File: src/rtl/vic_pkg.sv
`timescale 1ns/1ps
package vic_pkg;
  // register indices (order is the software-visible map)
  localparam int RA_PIN   = 0;
  localparam int RA_EDGE  = 1;
  localparam int RA_DIR   = 2;
  localparam int RA_ENA_A = 3;
  localparam int RA_ENA_B = 4;
  localparam int RA_PND_A = 5;
  localparam int RA_PND_B = 6;
  localparam int RA_SRV_A = 7;
  localparam int RA_SRV_B = 8;
  localparam int RA_MSK_A = 9;
  localparam int RA_MSK_B = 10;
  localparam int RA_VEC   = 11;
  // vector register bit that selects software end-of-interrupt
  localparam int MODE_BIT = 3;
endpackage

File: src/rtl/vic_pin_edge.sv
`timescale 1ns/1ps
module vic_pin_edge #(
  parameter int W = 8
) (
  input  logic         clk,
  input  logic [W-1:0] pin,
  input  logic [W-1:0] dir,
  input  logic [W-1:0] edge_sel,
  output logic [W-1:0] evt
);
  logic [W-1:0] prev;

  for (genvar i = 0; i < W; i++) begin : g_pin
    always_ff @(posedge clk) prev[i] <= pin[i];
    // transition towards the selected level, inputs only
    assign evt[i] = ~dir[i] & (prev[i] ^ pin[i]) & ~(pin[i] ^ edge_sel[i]);
  end
endmodule

File: src/rtl/vic_prio.sv
`timescale 1ns/1ps
module vic_prio #(
  parameter int N   = 16,
  parameter int IDW = 4
) (
  input  logic [N-1:0]   pend,
  input  logic [N-1:0]   mask,
  input  logic [N-1:0]   srv,
  output logic           any,
  output logic [IDW-1:0] id,
  output logic [N-1:0]   grant
);
  logic [N-1:0] hold;
  logic [N-1:0] elig;
  logic         acc;

  // a source is held off while it or any higher source is in service
  always_comb begin
    acc = 1'b0;
    for (int k = N - 1; k >= 0; k--) begin
      acc     = acc | srv[k];
      hold[k] = acc;
    end
  end

  assign elig = pend & mask & ~hold;
  assign any  = |elig;

  always_comb begin
    id = '0;
    for (int k = 0; k < N; k++)
      if (elig[k]) id = IDW'(k);
    grant = '0;
    if (any) grant[id] = 1'b1;
  end
endmodule

File: src/rtl/vic16.sv
`timescale 1ns/1ps
module vic16 import vic_pkg::*; #(
  parameter int BW = 8,
  parameter int AW = 4
) (
  input  logic          clk,
  input  logic          rst,
  input  logic [AW-1:0] reg_addr,
  input  logic [BW-1:0] reg_wdata,
  input  logic          reg_wr,
  output logic [BW-1:0] reg_rdata,
  input  logic [BW-1:0] pin_in,
  output logic [BW-1:0] pin_out,
  output logic [BW-1:0] pin_oe,
  input  logic [BW-1:0] src_evt,
  output logic          irq,
  input  logic          iack,
  output logic          vec_valid,
  output logic [BW-1:0] vec
);
  localparam int NS  = 2 * BW;
  localparam int IDW = $clog2(NS);
  localparam logic [BW-1:0] VR_KEEP = ~((BW'(1) << MODE_BIT) - BW'(1));

  logic [BW-1:0] out_q, edge_q, dir_q, vr_q;
  logic [NS-1:0] en_q, pend_q, srv_q, mask_q;
  logic [NS-1:0] en_n, pend_n, srv_n;
  logic [BW-1:0] pin_evt, rd_n;
  logic [NS-1:0] src_all, grant;
  logic          any, sw_mode;
  logic [IDW-1:0] id;
  logic          irq_q, vv_q;
  logic [BW-1:0] vec_q, rdata_q;

  function automatic logic hit(input logic wr, input logic [AW-1:0] a, input int idx);
    return wr && (a == AW'(idx));
  endfunction

  vic_pin_edge #(.W(BW)) u_edge (
    .clk(clk), .pin(pin_in), .dir(dir_q), .edge_sel(edge_q), .evt(pin_evt)
  );

  assign src_all = {src_evt, pin_evt};
  assign sw_mode = vr_q[MODE_BIT];

  vic_prio #(.N(NS), .IDW(IDW)) u_prio (
    .pend(pend_q), .mask(mask_q), .srv(srv_q),
    .any(any), .id(id), .grant(grant)
  );

  // next state of enable, pending and in-service
  always_comb begin
    en_n = en_q;
    if (hit(reg_wr, reg_addr, RA_ENA_A)) en_n[NS-1:BW] = reg_wdata;
    if (hit(reg_wr, reg_addr, RA_ENA_B)) en_n[BW-1:0]  = reg_wdata;

    pend_n = pend_q;
    if (hit(reg_wr, reg_addr, RA_PND_A)) pend_n[NS-1:BW] = pend_q[NS-1:BW] & reg_wdata;
    if (hit(reg_wr, reg_addr, RA_PND_B)) pend_n[BW-1:0]  = pend_q[BW-1:0] & reg_wdata;

    srv_n = srv_q;
    if (hit(reg_wr, reg_addr, RA_SRV_A)) srv_n[NS-1:BW] = srv_q[NS-1:BW] & reg_wdata;
    if (hit(reg_wr, reg_addr, RA_SRV_B)) srv_n[BW-1:0]  = srv_q[BW-1:0] & reg_wdata;

    if (iack && any) begin
      pend_n = pend_n & ~grant;
      if (sw_mode) srv_n = srv_n | grant;
    end
    if (!sw_mode) srv_n = '0;

    // new events win over clears, disabled sources never hold pending
    pend_n = (pend_n | src_all) & en_n;
  end

  // read multiplexer
  always_comb begin
    rd_n = '0;
    case (reg_addr)
      AW'(RA_PIN):   rd_n = (dir_q & out_q) | (~dir_q & pin_in);
      AW'(RA_EDGE):  rd_n = edge_q;
      AW'(RA_DIR):   rd_n = dir_q;
      AW'(RA_ENA_A): rd_n = en_q[NS-1:BW];
      AW'(RA_ENA_B): rd_n = en_q[BW-1:0];
      AW'(RA_PND_A): rd_n = pend_q[NS-1:BW];
      AW'(RA_PND_B): rd_n = pend_q[BW-1:0];
      AW'(RA_SRV_A): rd_n = srv_q[NS-1:BW];
      AW'(RA_SRV_B): rd_n = srv_q[BW-1:0];
      AW'(RA_MSK_A): rd_n = mask_q[NS-1:BW];
      AW'(RA_MSK_B): rd_n = mask_q[BW-1:0];
      AW'(RA_VEC):   rd_n = vr_q;
      default:       rd_n = '0;
    endcase
  end

  always_ff @(posedge clk) begin
    if (rst) begin
      out_q   <= '0;
      edge_q  <= '0;
      dir_q   <= '0;
      vr_q    <= '0;
      en_q    <= '0;
      pend_q  <= '0;
      srv_q   <= '0;
      mask_q  <= '0;
      irq_q   <= 1'b0;
      vv_q    <= 1'b0;
      vec_q   <= '0;
      rdata_q <= '0;
    end else begin
      en_q    <= en_n;
      pend_q  <= pend_n;
      srv_q   <= srv_n;
      irq_q   <= any;
      vv_q    <= iack && any;
      rdata_q <= rd_n;
      if (iack && any) vec_q <= {vr_q[BW-1:IDW], id};
      if (hit(reg_wr, reg_addr, RA_PIN))   out_q  <= reg_wdata;
      if (hit(reg_wr, reg_addr, RA_EDGE))  edge_q <= reg_wdata;
      if (hit(reg_wr, reg_addr, RA_DIR))   dir_q  <= reg_wdata;
      if (hit(reg_wr, reg_addr, RA_MSK_A)) mask_q[NS-1:BW] <= reg_wdata;
      if (hit(reg_wr, reg_addr, RA_MSK_B)) mask_q[BW-1:0]  <= reg_wdata;
      if (hit(reg_wr, reg_addr, RA_VEC))   vr_q   <= reg_wdata & VR_KEEP;
    end
  end

  assign reg_rdata = rdata_q;
  assign pin_out   = out_q;
  assign pin_oe    = dir_q;
  assign irq       = irq_q;
  assign vec_valid = vv_q;
  assign vec       = vec_q;

  // no pending bit without its enable
  a_r4_pend_enabled: assert property (@(posedge clk) disable iff (rst)
    (pend_q & ~en_q) == '0);

  // automatic mode keeps in-service empty
  a_r8_auto_empty: assert property (@(posedge clk) disable iff (rst)
    !$past(sw_mode) |-> srv_q == '0);

  // an in-service bit only rises after an acknowledge in software mode
  a_r7_srv_from_ack: assert property (@(posedge clk) disable iff (rst)
    (|(srv_q & ~$past(srv_q))) |-> ($past(iack) && $past(sw_mode)));

  // a vector only follows an acknowledge
  a_r6_vec_after_ack: assert property (@(posedge clk) disable iff (rst)
    vec_valid |-> $past(iack));

  // the vector carries the programmed high nibble
  a_r6_vec_nibble: assert property (@(posedge clk) disable iff (rst)
    vec_valid |-> vec[BW-1:IDW] == $past(vr_q[BW-1:IDW]));

  // a request needs an unmasked pending source
  a_r5_irq_source: assert property (@(posedge clk) disable iff (rst)
    irq |-> $past(|(pend_q & mask_q)));
endmodule

File: config.mk
export PLATFORM = sky130hd
export DESIGN_NAME = vic16
export DESIGN_NICKNAME = d
export VERILOG_FILES = /design/src/rtl/vic_pkg.sv /design/src/rtl/vic_pin_edge.sv /design/src/rtl/vic_prio.sv /design/src/rtl/vic16.sv
export SDC_FILE = /design/constraint.sdc
export NUM_CORES = 1
export LEC_CHECK = 0
export BUFFER_PORTS_ARGS = -buffer_cell sky130_fd_sc_hd__buf_2
export CAP_MARGIN = 5
export CORE_MARGIN = 2
export CORE_UTILIZATION = 63
export CTS_CLUSTER_SIZE = 24
export DETAILED_ROUTE_END_ITERATION = 7
export PLACE_DENSITY_LB_ADDON = 0.25
export SYNTH_ARGS = -nofsm -noshare
export SYNTH_HDL_FRONTEND = slang
export SYNTH_SLANG_ARGS = --single-unit
File: constraint.sdc
create_clock -name clk -period 3.9 [get_ports clk]
set_input_delay 0.195 -clock clk [delete_from_list [all_inputs] [get_ports clk]]
set_output_delay 0.195 -clock clk [all_outputs]
set_load 0.01 [all_outputs]
After elaboration in Yosys (flattened, before gate mapping)
Index checks and enable logic that the tools add are counted.
{ "totals": {"regBits": 119, "inputBits": 32, "output_inout_bits": 34, "word_cells": 158} }
{ "op_classes": {"order_cmp": 2, "eq_ne": 11, "n_mux": 27, "bitwise": 80, "n_reduce_logical": 17} }
{ "op_table": {"columns": ["op", "n"], "rows": [
  ["8-bit one-hot mux with 12 select lines", 1],
  ["16-bit bitwise AND", 4],
  ["4-bit 2-to-1 mux", 14],
  ["8-bit bitwise AND", 6],
  ["16-bit 2-to-1 mux", 3],
  ["8-bit 2-to-1 mux", 6],
  ["16-bit inverter", 2],
  ["16-bit OR", 2],
  ["1-bit inverter", 17],
  ["1-bit bitwise AND", 16],
  ["4-bit by 3-bit == test with 1-bit output, second input constant", 4],
  ["4-bit == test, second input constant", 4],
  ["16-bit OR reduction", 1],
  ["1-bit bitwise XOR", 16],
  ["1-bit OR", 15],
  ["1-bit logical AND", 14],
  ["4-bit by 2-bit == test with 1-bit output, second input constant", 2],
  ["8-bit inverter", 1],
  ["8-bit OR", 1],
  ["4-bit by 5-bit less-than comparator with 1-bit output, second input constant", 1],
  ["1-bit demux with 4-bit select", 1],
  ["4-bit by 1-bit == test with 1-bit output, second input constant", 1],
  ["4-bit by 1-bit >= comparator with 1-bit output, second input constant", 1],
  ["4-bit logical NOT", 1],
  ["2 further kinds", 3]
]} }

Longest topological paths before layout
{ "depth": {"ltp_word": 42, "depth_mapped": 9, "depth_no_buf": 6} }

Modules after synthesis
A second synthesis with hierarchy kept.
{ "unflattened": {"hier_cells": 666, "hier_area_um2": 5908.2} }
{ "by_module_without_submodules": {"columns": ["mod", "instances", "cells_each", "area_each_um2", "seq_area_each_um2"], "rows": [
  ["vic16", 1, 543, 5054.8, 2222.1],
  ["vic_prio", 1, 91, 523.0, 0.0],
  ["vic_pin_edge", 1, 32, 330.3, 160.2]
]} }

Least setup slack after synthesis
Ideal clock, no wire load.
{ "synth_timing": {"path_kind": "register -> register", "startpoint": "register srv_q[14]", "endpoint": "register pend_q[3]", "setup_ps": 125, "arrival_time_ps": 1981, "t_required_ps": 3775, "path_slack_ps": 1794, "stages_incl_launch_ff": 8, "path_buffers": 1, "period_less_slack_ps": 2106, "cell_sequence": "dfxtp_1 or4_4 a311o_1 o21ai_2 or2_2 buf_6 a21oi_2 o41a_1"} }
{ "synth_via": {"elab_chain_len": 41, "elab_cells_between_ends": 45, "cone_classes": "order compare (2); mux (19); bitwise (21); reduce/logical (3)"} }
{ "synth_lines": {"columns": ["item", "line_no", "rtl"], "rows": [
  ["start: declaration", "vic16.sv:26", "logic [NS-1:0] en_q, pend_q, srv_q, mask_q;"],
  ["start signal: assignment", "vic16.sv:112", "srv_q <= srv_n;"],
  ["1-bit OR *", "vic_prio.sv:21", "acc = acc | srv[k];"],
  ["1-bit OR (13 in a row)", "vic_prio.sv:21", null],
  ["16-bit inverter *", "vic_prio.sv:26", "assign elig = pend & mask & ~hold;"],
  ["16-bit bitwise AND *", "vic_prio.sv:26", null],
  ["1-bit 2-to-1 mux", "vic_prio.sv:32", "if (elig[k]) id = IDW'(k);"],
  ["4-bit 2-to-1 mux (14 in a row)", "vic_prio.sv:32", null],
  ["4-bit by 5-bit less-than comparator with 1-bit output (not written as such) or 4-bit by 1-bit >= comparator with 1-bit output (tied branches)", "vic_prio.sv:34", "if (any) grant[id] = 1'b1;"],
  ["1-bit logical AND (not written as such)", "vic_prio.sv:34", null],
  ["1-bit 2-to-1 mux (not written as such)", "vic_prio.sv:34", null],
  ["1-bit demux with 4-bit select", null, null],
  ["16-bit 2-to-1 mux", "vic_prio.sv:34", null],
  ["16-bit inverter", "vic16.sv:66", "pend_n = pend_n & ~grant;"],
  ["16-bit bitwise AND", "vic16.sv:66", null],
  ["16-bit 2-to-1 mux *", "vic16.sv:65", "if (iack && any) begin"],
  ["16-bit OR *", "vic16.sv:72", "pend_n = (pend_n | src_all) & en_n;"],
  ["16-bit bitwise AND *", "vic16.sv:72", null],
  ["end signal: assignment", "vic16.sv:111", "pend_q <= pend_n;"],
  ["end: declaration", "vic16.sv:26", null]
]} }
Mark *: on every way between the ends. The rest lies on a longest branch, timed or not.
A chain may end at the register's enable or synchronous reset.

Final worst setup path
{ "layout_timing": {"startpoint": "register srv_q[14]", "endpoint": "register pend_q[1]"} }
Same word-level chain as after synthesis.

==> impl_results.md <==
* Status: completed
* Reg2Reg Depth at 6
* Synth Flop Type: dfxtp_1
* Worst Path Class, Setup: reg2reg
* Clock Path Buffers at 2
* Num CTS Buffers at 17
* Critical-path maximum fanout at 10
* Total gr overflow at 0
* CTS sink count at 119
* Synth cell types at 72
* Dpl hpwl at 14,600 um
* Clock share of power at 54.5%
* Reg2reg setup slack at 1.13 ns
* Hold-critical path depth at 3
* Vias at 6,347
* Critical Path Max Stage Delay at 0.56 ns
* Setup ws final at 1.13 ns
* Initial DRC count at 727
* Worst r2r src: srv_q[14]
* Async SR Flop Fraction at 0%
* # DRC at 0
* Crit. End Element: flop
* Global-route wire length before repair at 33,100 um
* DR WL/cell at 24.5 um
* Sequential share of the synthesized area at 40.0%
* Final wirelength at 21,700 um
* Hold_sp: iack
* IO buf count at 65
* Tcrit/Tclk final at 71.0%
* CP bufs+invs at 0
* Mean Syn Cell Area at 8.43 um2
* Most common cell after layout, fill and taps aside: dfxtp_1
* Htree depth at 4
* Cts repair resizes at 0
* Number of global-route vias before repair at 5,900
* Commonest non-fill, non-tap cells in the layout: 119 x dfxtp_1, 79 x nor2_1, 65 x nand2_1, 65 x buf_2, 49 x mux2i_1
* N_diodes at 0
* RSZ-0062 raised after global routing: no
* Row count at 35
* #FFs+latches synth at 119
* P_sw at 754 uW
* Sw frac at 23.9%
* Top cell type's share of synthesized area at 40.0%
* Via density at 7.16
* Core area at 9200 um2
* Syn Nets at 738
* Area grow syn2layout at 18.8%
* Register Area at 2380 um2
* CP delay by family, top: compound AO/OA/AOI/OAI gates
* Fmax at 0.361 GHz
* Crit-path slowest cell: o41a_1
* Placed Area at 6270 um2
* LEAKAGE at 0.00284 uW
* Pin count of the biggest net entering global routing at 42
* Total power per unit cell area at 446 nW/um2
* Layout cells sized above 1 at 16.4%
* Hold EP: srv_q[15]
* CTS tree: built
* Final Skew at 0.00851 ns
* Die area at 10,200 um2
* Crit path required time at 4.32 ns
* Max VDD drop at 0.000392 V
* Place WS at 1.19 ns
* I/O pin total at 66
* Final hold vios at 0
* YS warnings at 0
* Multi-input logic area at 3360 um2
* Worst-Skew Late Latency at 0.54 ns
* Final setup TNS at 0 ns
* Post-synth EDFFs at 0
* Critical R2R Capture: pend_q[1]
* GRT Total Usage at 43.0%
* Seq pwr share at 39.4%
* Post-Syn Instances at 706
* FILL cells at 637
* Worst hold path type: in2reg
* Final setup viols at 0
* Reg clk slew, reported paths at 0.06 ns
* Initial DRT Pass Iterations at 5
* Layout Nets at 795
* Chip width at 101 um
* Gate power share at 6.1%
* Die height at 101 um
* Layout Cell Area excl Fill at 7080 um2
* Syn Std Cell Area at 5950 um2
* CP arrival at 3.19 ns
* Internal power at 2400 uW
* Worst slew pin tran at 1.08 ns
* Antenna violations before repair at 0
* Crit path cell chain: nor4_2, nand3_1, a31oi_1, o41a_1, nand3_4, o311a_1
* Fin crit period at 2.77 ns
* Fin. max-slew vios at 0
* Gpl congestion at 0.994
* Initial core utilization at 64.7%
* Top cells by area, synth: dfxtp_1 40%, mux2i_1 8.2%, nor2_1 5.0%
* Final ANT Viol Nets at 0
* Root Buffer: clkbuf_8
* Slew margin rel. at 28.0%
* CP startpoint kind: flop
* Number of max-cap violations at 0
* Area leader, netlist: dfxtp_1
==> how the worst max path moves through the flow <==
| stage | startpoint | end | slack (ns) | cells past startpoint |
|---|---|---|---|---|
| detailed placement | reg_addr[1] | pin_oe[7] | 1.19 | 6 |
| finish | srv_q[14] | pend_q[1] | 1.13 | 6 |
| floorplan | srv_q[14] | pend_q[3] | 1.79 | 7 |
| CTS | srv_q[14] | pend_q[1] | 1.24 | 6 |
| global placement | srv_q[14] | pend_q[1] | 1.23 | 6 |
| global route | srv_q[14] | pend_q[1] | 1.06 | 6 |
==> cells in the mapped netlist, types with 10 or more instances <==
cell type and count:
mux2i_1 49, nor2b_1 10, o211ai_1 10, nand3_1 42
a31oi_1 16, a22oi_1 12, nor2_1 79, o21ai_0 37
nand2_1 65, dfxtp_1 119, nand3b_1 15, clkbuf_1 40
o21a_1 16, nor3_1 12, a21oi_1 44
==> worst register-to-register path, cell delays in order (launching register included) <==
cell and delay (ns):
dfxtp_1 0.39, nor4_2 0.53, nand3_1 0.24, a31oi_1 0.30, o41a_1 0.56, nand3_4 0.24
o311a_1 0.40
==> kinds of logic (layout without fill, tap and decap cells) <==
kind of cell	after synthesis	after routing	synth area share [%]
AO/OA/AOI/OAI	209	209	24.4
AND/OR/NAND/NOR	270	270	22.8
flip-flops	119	119	40.0
buffers and inverters	54	124	3.61
multiplexers	54	54	9.18
==> sequential cells by signal, indices dropped and copies added, names as in the netlist <==
register / count
en_q: 16
mask_q: 16
pend_q: 16
srv_q: 16
edge_q: 8
pin_oe: 8
pin_out: 8
reg_rdata: 8
u_edge.prev: 8
vec: 8
vr_q: 5
irq: 1
vec_valid: 1
==> layer usage <==
| layer | wire length [um] | track usage (%) | share of wire [%] | up-vias |
|---|---|---|---|---|
| li1 | - | - | - | 2727 |
| met1 | 8170 | 54.1 | 38 | 2953 |
| met2 | 9640 | 66.4 | 44 | 547 |
| met3 | 2520 | 11.4 | 12 | 120 |
| met4 | 1370 | 25.5 | 6.3 | 0 |
| met5 | 0 | 0 | 0 | - |
==> final cells by class <==
class	count	area share [%]
tap	111	1.96
multi-input combinational	533	47.5
clock inverter	14	3.17
inverter	5	0.265
timing repair buffer	87	7.50
clock buffer	18	5.91
sequential	119	33.7
==> metrics by stage <==
stage               hold WS (ns)  instances  utilization [%]  power [uW]
floorplan                  0.223        706                -        1370
global placement           0.336        839             68.2        1430
detailed placement         0.338        839             68.2        1440
CTS                       0.0374        887             76.9        3130
global route              0.0456        887             76.9        3210
finish                    0.0505        887             76.9        3150
==> repair_timing <==
item,CTS,global route
hold buffers,16,0
setup buffers,0,0
endpoints found under the hold margin,16,0
==> power by group through the flow <==
stage / Combinational, uW / Clock (uW) / Sequential [uW]
2_1_floorplan: 104 / 0 / 1270
3_3_place_gp: 164 / 0 / 1270
3_5_place_dp: 168 / 0 / 1270
4_1_cts: 182 / 1710 / 1240
5_1_grt: 199 / 1760 / 1240
6_report: 192 / 1720 / 1240
Note: power is estimated with default switching activity, not from simulation.
